<file path="config.mk">
export PLATFORM = sky130hd
export DESIGN_NAME = mprxTop
export DESIGN_NICKNAME = d
export VERILOG_FILES = /design/src/rtl/mprxPkg.sv /design/src/rtl/mprxCtrl.sv /design/src/rtl/mprxDatapath.sv /design/src/rtl/mprxTop.sv
export SDC_FILE = /design/constraint.sdc
export NUM_CORES = 1
export LEC_CHECK = 0
export BUFFER_PORTS_ARGS = -buffer_cell sky130_fd_sc_hd__buf_2
export CORE_MARGIN = 4
export CORE_UTILIZATION = 25
export DETAILED_ROUTE_END_ITERATION = 10
export GPL_TIMING_DRIVEN = 0
export SYNTH_ARGS = -nofsm -noshare
export SYNTH_HDL_FRONTEND = slang
export SYNTH_SLANG_ARGS = --single-unit
</file>
<file path="constraint.sdc">
create_clock -name clk -period 2.15 [get_ports clk]
set_input_delay 0.645 -clock clk [delete_from_list [all_inputs] [get_ports clk]]
set_output_delay 0.645 -clock clk [all_outputs]
set_load 0.02 [all_outputs]
</file>
<file path="src/rtl/mprxPkg.sv">
package mprxPkg;
  typedef enum logic [1:0] {
    ST_IDLE  = 2'd0,
    ST_START = 2'd1,
    ST_BITS  = 2'd2,
    ST_STOP  = 2'd3
  } rxStateT;

  typedef struct packed {
    logic shiftEn;    // a data or flag bit is sampled this cycle
    logic bitVal;     // value of the sampled bit
    logic frameDone;  // stop bit sampled this cycle
    logic stopBad;    // stop bit read as 0
  } rxStrobeT;

  localparam logic [1:0] ADDR_CTRL = 2'd0;
  localparam logic [1:0] ADDR_DATA = 2'd1;
  localparam logic [1:0] ADDR_STAT = 2'd2;
endpackage

</file>
<file path="src/rtl/mprxCtrl.sv">
module mprxCtrl
  import mprxPkg::*;
#(
  parameter int DIV   = 2,
  parameter int OVS   = 16,
  parameter int NBITS = 9
) (
  input  logic     clk,
  input  logic     rstN,
  input  logic     rxLine,
  output rxStrobeT strobe
);
  localparam int DIV_W = (DIV > 1) ? $clog2(DIV) : 1;
  localparam int OVS_W = $clog2(OVS);
  localparam int BIT_W = $clog2(NBITS);
  localparam logic [OVS_W-1:0] MID_CNT  = OVS_W'(OVS / 2 - 1);
  localparam logic [OVS_W-1:0] LAST_CNT = OVS_W'(OVS - 1);

  logic [DIV_W-1:0] divCnt;
  logic             tick;
  rxStateT          state;
  logic [OVS_W-1:0] ovsCnt;
  logic [BIT_W-1:0] bitCnt;
  logic             rxPrev;

  assign tick = (divCnt == DIV_W'(DIV - 1));

  always_ff @(posedge clk or negedge rstN) begin
    if (!rstN) divCnt <= '0;
    else if (tick) divCnt <= '0;
    else divCnt <= divCnt + 1'b1;
  end

  always_ff @(posedge clk or negedge rstN) begin
    if (!rstN) begin
      state  <= ST_IDLE;
      ovsCnt <= '0;
      bitCnt <= '0;
      rxPrev <= 1'b1;
    end else if (tick) begin
      rxPrev <= rxLine;
      unique case (state)
        ST_IDLE: begin
          if (rxPrev && !rxLine) begin
            state  <= ST_START;
            ovsCnt <= '0;
          end
        end
        ST_START: begin
          if (ovsCnt == MID_CNT) begin
            ovsCnt <= '0;
            bitCnt <= '0;
            state  <= rxLine ? ST_IDLE : ST_BITS;
          end else begin
            ovsCnt <= ovsCnt + 1'b1;
          end
        end
        ST_BITS: begin
          if (ovsCnt == LAST_CNT) begin
            ovsCnt <= '0;
            if (bitCnt == BIT_W'(NBITS - 1)) state <= ST_STOP;
            else bitCnt <= bitCnt + 1'b1;
          end else begin
            ovsCnt <= ovsCnt + 1'b1;
          end
        end
        ST_STOP: begin
          if (ovsCnt == LAST_CNT) begin
            ovsCnt <= '0;
            state  <= ST_IDLE;
          end else begin
            ovsCnt <= ovsCnt + 1'b1;
          end
        end
        default: state <= ST_IDLE;
      endcase
    end
  end

  always_comb begin
    strobe           = '0;
    strobe.bitVal    = rxLine;
    strobe.shiftEn   = tick && (state == ST_BITS) && (ovsCnt == LAST_CNT);
    strobe.frameDone = tick && (state == ST_STOP) && (ovsCnt == LAST_CNT);
    strobe.stopBad   = strobe.frameDone && !rxLine;
  end

  // a start bit that reads high at mid-bit returns the receiver to idle
  a_r7_glitch_reject: assert property (@(posedge clk) disable iff (!rstN)
    (tick && state == ST_START && ovsCnt == MID_CNT && rxLine) |=> (state == ST_IDLE));

  // sampling a bit and ending a frame never happen in the same cycle
  a_r1_strobe_exclusive: assert property (@(posedge clk) disable iff (!rstN)
    !(strobe.shiftEn && strobe.frameDone));
endmodule

</file>
<file path="src/rtl/mprxDatapath.sv">
module mprxDatapath
  import mprxPkg::*;
#(
  parameter int DATA_W = 8
) (
  input  logic              clk,
  input  logic              rstN,
  input  rxStrobeT          strobe,
  input  logic [1:0]        regAddr,
  input  logic              regWrEn,
  input  logic [2:0]        regWrData,
  output logic [DATA_W-1:0] regRdData,
  output logic              irqOut
);
  localparam int SHIFT_W = DATA_W + 1;

  logic [SHIFT_W-1:0] shiftReg;
  logic [DATA_W-1:0]  dataReg;
  logic               filterEn, irqEn;
  logic               fullFlag, overrunFlag, framingFlag, mpStat;
  logic               frameMp, frameDropped, frameOverrun, frameLoad;

  assign frameMp      = shiftReg[SHIFT_W-1];
  assign frameDropped = strobe.frameDone && !strobe.stopBad && filterEn && !frameMp;
  assign frameOverrun = strobe.frameDone && !strobe.stopBad && !frameDropped && fullFlag;
  assign frameLoad    = strobe.frameDone && !strobe.stopBad && !frameDropped && !fullFlag;

  always_ff @(posedge clk or negedge rstN) begin
    if (!rstN) shiftReg <= '0;
    else if (strobe.shiftEn) shiftReg <= {strobe.bitVal, shiftReg[SHIFT_W-1:1]};
  end

  always_ff @(posedge clk or negedge rstN) begin
    if (!rstN) begin
      dataReg     <= '0;
      filterEn    <= 1'b0;
      irqEn       <= 1'b0;
      fullFlag    <= 1'b0;
      overrunFlag <= 1'b0;
      framingFlag <= 1'b0;
      mpStat      <= 1'b0;
    end else begin
      if (regWrEn && regAddr == ADDR_CTRL) begin
        filterEn <= regWrData[0];
        irqEn    <= regWrData[1];
      end
      if (regWrEn && regAddr == ADDR_STAT) begin
        if (regWrData[0]) fullFlag    <= 1'b0;
        if (regWrData[1]) overrunFlag <= 1'b0;
        if (regWrData[2]) framingFlag <= 1'b0;
      end
      if (strobe.frameDone && strobe.stopBad) framingFlag <= 1'b1;
      if (frameOverrun) overrunFlag <= 1'b1;
      if (frameLoad) begin
        dataReg  <= shiftReg[DATA_W-1:0];
        fullFlag <= 1'b1;
        mpStat   <= frameMp;
        filterEn <= 1'b0;
      end
    end
  end

  always_comb begin
    unique case (regAddr)
      ADDR_CTRL: regRdData = DATA_W'({irqEn, filterEn});
      ADDR_DATA: regRdData = dataReg;
      ADDR_STAT: regRdData = DATA_W'({mpStat, framingFlag, overrunFlag, fullFlag});
      default:   regRdData = '0;
    endcase
  end

  assign irqOut = fullFlag & irqEn;

  // a filtered frame leaves data and full flag untouched
  a_r3_drop_keeps_state: assert property (@(posedge clk) disable iff (!rstN)
    (frameDropped && !regWrEn) |=> ($stable(dataReg) && $stable(fullFlag) && $stable(irqOut)));

  // a loaded frame disarms the filter
  a_r5_load_disarms: assert property (@(posedge clk) disable iff (!rstN)
    frameLoad |=> (!filterEn && fullFlag));

  // a bad stop bit flags a framing error and keeps the data
  a_r8_framing_keeps_data: assert property (@(posedge clk) disable iff (!rstN)
    (strobe.frameDone && strobe.stopBad) |=> (framingFlag && $stable(dataReg)));

  // a frame landing on a full register raises overrun and keeps the data
  a_r9_overrun_keeps_data: assert property (@(posedge clk) disable iff (!rstN)
    frameOverrun |=> (overrunFlag && $stable(dataReg)));
endmodule

</file>
<file path="src/rtl/mprxTop.sv">
module mprxTop #(
  parameter int DIV    = 2,
  parameter int OVS    = 16,
  parameter int DATA_W = 8
) (
  input  logic              clk,
  input  logic              rstN,
  input  logic              rxIn,
  input  logic [1:0]        regAddr,
  input  logic              regWrEn,
  input  logic [2:0]        regWrData,
  output logic [DATA_W-1:0] regRdData,
  output logic              irqOut
);
  localparam int NBITS = DATA_W + 1;

  logic [1:0]       rxSync;
  mprxPkg::rxStrobeT strobe;

  always_ff @(posedge clk or negedge rstN) begin
    if (!rstN) rxSync <= 2'b11;
    else rxSync <= {rxSync[0], rxIn};
  end

  mprxCtrl #(.DIV(DIV), .OVS(OVS), .NBITS(NBITS)) uCtrl (
    .clk    (clk),
    .rstN   (rstN),
    .rxLine (rxSync[1]),
    .strobe (strobe)
  );

  mprxDatapath #(.DATA_W(DATA_W)) uData (
    .clk       (clk),
    .rstN      (rstN),
    .strobe    (strobe),
    .regAddr   (regAddr),
    .regWrEn   (regWrEn),
    .regWrData (regWrData),
    .regRdData (regRdData),
    .irqOut    (irqOut)
  );

  // interrupt is low straight after reset is released
  a_r11_reset_quiet: assert property (@(posedge clk)
    $rose(rstN) |-> !irqOut);
endmodule

</file>
==> impl_results.md <==
* # rows at 30
* Max Slew Vio Count at 0
* Ports at 18
* Start point of the critical path: regAddr[0]
* Hold Violations, Final at 0
* Commonest non-fill, non-tap cells in the layout: dfrtp_1 (34), mux2_2 (22), buf_2 (18)
* Clock transition at the registers of the reported paths at 0.07 ns
* Yosys top cell area share at 0.4719
* CP startpoint kind: input pin
* Sink Count at 37
* Crit path largest cell delay at 0.24 ns
* Die Wd at 92.93 um
* Largest net degree at the start of global routing at 38
* Fin Setup TNS at 0 ns
* Ant. Diodes at 0
* Antenna Violating Nets Remaining at 0
* Post-synth EDFFs at 0
* Status: complete, no violations
* Root Buffer Master: clkbuf_8
* NumNets Final at 183
* Total gr overflow at 0
* Critical Path Sink Type: primary output
* Clk network pwr share at 0.273
* Gate power share at 0.242
* Post-CTS Setup Bufs at 0
* Synth async-reset ratio at 1.000
* Worst slack, placed at -0.1770 ns
* Mapped Area at 1803 um^2
* Drt total wl at 3381 um
* Synth Flop Type: dfrtp_1
* Pwr dens at 846.6 nW/um^2
* Max FO, Critical Path at 8
* Vias/cell at 4.463
* Netlist cell types at 41
* Reg-to-reg endpoint: uData.dataReg[6]
* Register-to-Register Path Depth at 5
* Placement Cell Area at 2003 um^2
* Core Area at 6907 um^2
* Dpl hpwl at 2392 um
* Static leakage at 0.0009910 uW
* CTS tree: built
* Delay-heaviest family, CP: buffers and inverters
* H-tree levels at 2
* Yosys reg bits at 37
* TritonCTS buffer count at 5
* Final Cell Area at 2105 um^2
* Seq pwr share at 0.485
* Power Internal at 1235 uW
* First-pass GRT wire length at 5892 um
* Avg Cell Area, Syn at 12.18 um^2
* Die area at 8635 um^2
* Vias in the first global route at 1209
* Crit share post-route at 0.9338
* Share of layout cells above drive strength 1 at 0.3372
* Tmin final at 2.008 ns
* Syn_nets at 160
* Final worst slack at 0.1423 ns
* Clk_lat worst skew at 0.27 ns
* Final setup fails at 0
* Vias at 1196
* Crit-path cells: buf_2 -> nor2b_4 -> a22o_1 -> buf_2
* Register area share after synthesis at 0.5156
* Mapped Cells at 148
* WL/cell at 12.62 um
* Fmax at 498.1 MHz
* R2R Setup Slk at 0.25 ns
* Crit Path Category: in2out
* Worst relative slew slack at 0.4536
* Most frequent CP cell: buf_2
* CTS Buffer Depth at 2
* Clock Skew at 0.005904 ns
* Worst-path cell with the longest stage delay: nor2b_4
* Starting Density at 0.2611
* Sw Share at 0.3071
* Worst-Margin Slew at 0.8196 ns
* GRT Util Overall at 0.08459
* DRC violations left at 0
* Worst R2R Start: uCtrl.ovsCnt[0]
* Maximum vdd drop at 193.8 uV
* Synth area leaders: dfrtp_1 (47%), mux2_2 (14%), dfstp_2 (4.4%)
* Most common cell after layout, fill and taps aside: dfrtp_1
* Critical Path Sink: regRdData[3]
* Die extent in y at 92.93 um
* Leading area contributor after synthesis: dfrtp_1
* Max-Cap Viols at 0
* Detailed Route Iter0 Violations at 69
* Initial DRT Pass Iterations at 4
* Area grow syn2layout at 16.72%
* Crit path arrival time at 1.36 ns
* Synth warnings at 0
* RSZ-0062 raised after global routing: false
* Switch Pwr at 547.1 uW
* Initial antenna violation count at 0
* Worst path required time at 1.50 ns
* Hold Crit Class: reg2reg
* Crit path depth at 4
* Routability cong. at 0.7086
* I/O Buffers at 16
* Worst path bufs/invs at 2
==> synth_stat cells (all sizes together) (3+ instances only) <==
cell type	n
dfrtp	34
mux2	22
inv	7
nand2	7
and2	6
o21ai	6
nor2b	5
a22o	4
mux2i	4
buf	3
dfstp	3
ha	3
nand2b	3
nand3b	3
nor4	3
o21a	3
or2	3
==> worst min path at each step <==
stage               startpoint        end  slack, ns  cells past startpoint
floorplan                 rstN  async pin       0.35                      0
global placement     rxSync[0]  rxSync[1]       0.35                      0
detailed placement   rxSync[0]  rxSync[1]       0.35                      0
CTS                  rxSync[0]  rxSync[1]       0.36                      0
global route         rxSync[0]  rxSync[1]       0.37                      0
finish               rxSync[0]  rxSync[1]       0.36                      0
==> power groups by stage <==
stage	combinational, uW	sequential, uW	clock [uW]
6_report	432	864	486
2_1_floorplan	338	852	0
3_3_place_gp	424	873	0
3_5_place_dp	428	875	0
4_1_cts	434	862	506
5_1_grt	482	879	539
==> cell families after synthesis <==
| group | count (synthesis) | synth area share |
|---|---|---|
| flops | 37 | 0.5156 |
| compound gates | 26 | 0.1090 |
| simple gates | 43 | 0.1596 |
| fa+ha+maj | 3 | 0.02082 |
| xor+xnor | 1 | 0.004859 |
| buf+inv | 12 | 0.03054 |
| mux | 26 | 0.1596 |
==> routing by layer <==
layer,GRT usage,up-vias,share of wire
met2,0.1302,25,0.45
li1,-,584,-
met3,0.01625,2,0.033
met4,0.03663,0,0.017
met5,0,-,0
met1,0.1152,585,0.50
==> state kept, by name, indices dropped and copies added (netlist names), named ones only <==
register / count
rxSync: 2
uCtrl.bitCnt: 4
uCtrl.divCnt: 1
uCtrl.ovsCnt: 4
uCtrl.rxPrev: 1
uCtrl.state: 1
uData.dataReg: 8
uData.filterEn: 1
uData.framingFlag: 1
uData.fullFlag: 1
uData.irqEn: 1
uData.mpStat: 1
uData.overrunFlag: 1
uData.shiftReg: 9
==> per-stage QoR <==
stage            util  power [uW]  std cells  hold WS (ns)
6_report       0.3047        1782        268        0.3585
5_1_grt        0.3047        1900        268        0.3705
3_5_place_dp   0.2900        1303        260        0.3478
2_1_floorplan       -        1190        148        0.3452
3_3_place_gp   0.2900        1297        260        0.3469
4_1_cts        0.3043        1802        268        0.3582
==> cell type report <==
cell class / count / area (um^2)
Fill cell: 725 / 4802
Sequential cell: 37 / 929.6
Multi-Input combinational cell: 99 / 828.3
Tap cell: 96 / 120.1
Clock buffer: 8 / 90.09
Timing Repair Buffer: 16 / 80.08
Buffer: 5 / 30.03
Inverter: 7 / 26.28
==> repair_timing <==
action                                  CTS  global route
gates resized for setup                   3             1
hold buffers                              0             0
endpoints found under the setup margin    8             1
(Power assumes the default switching activity.)
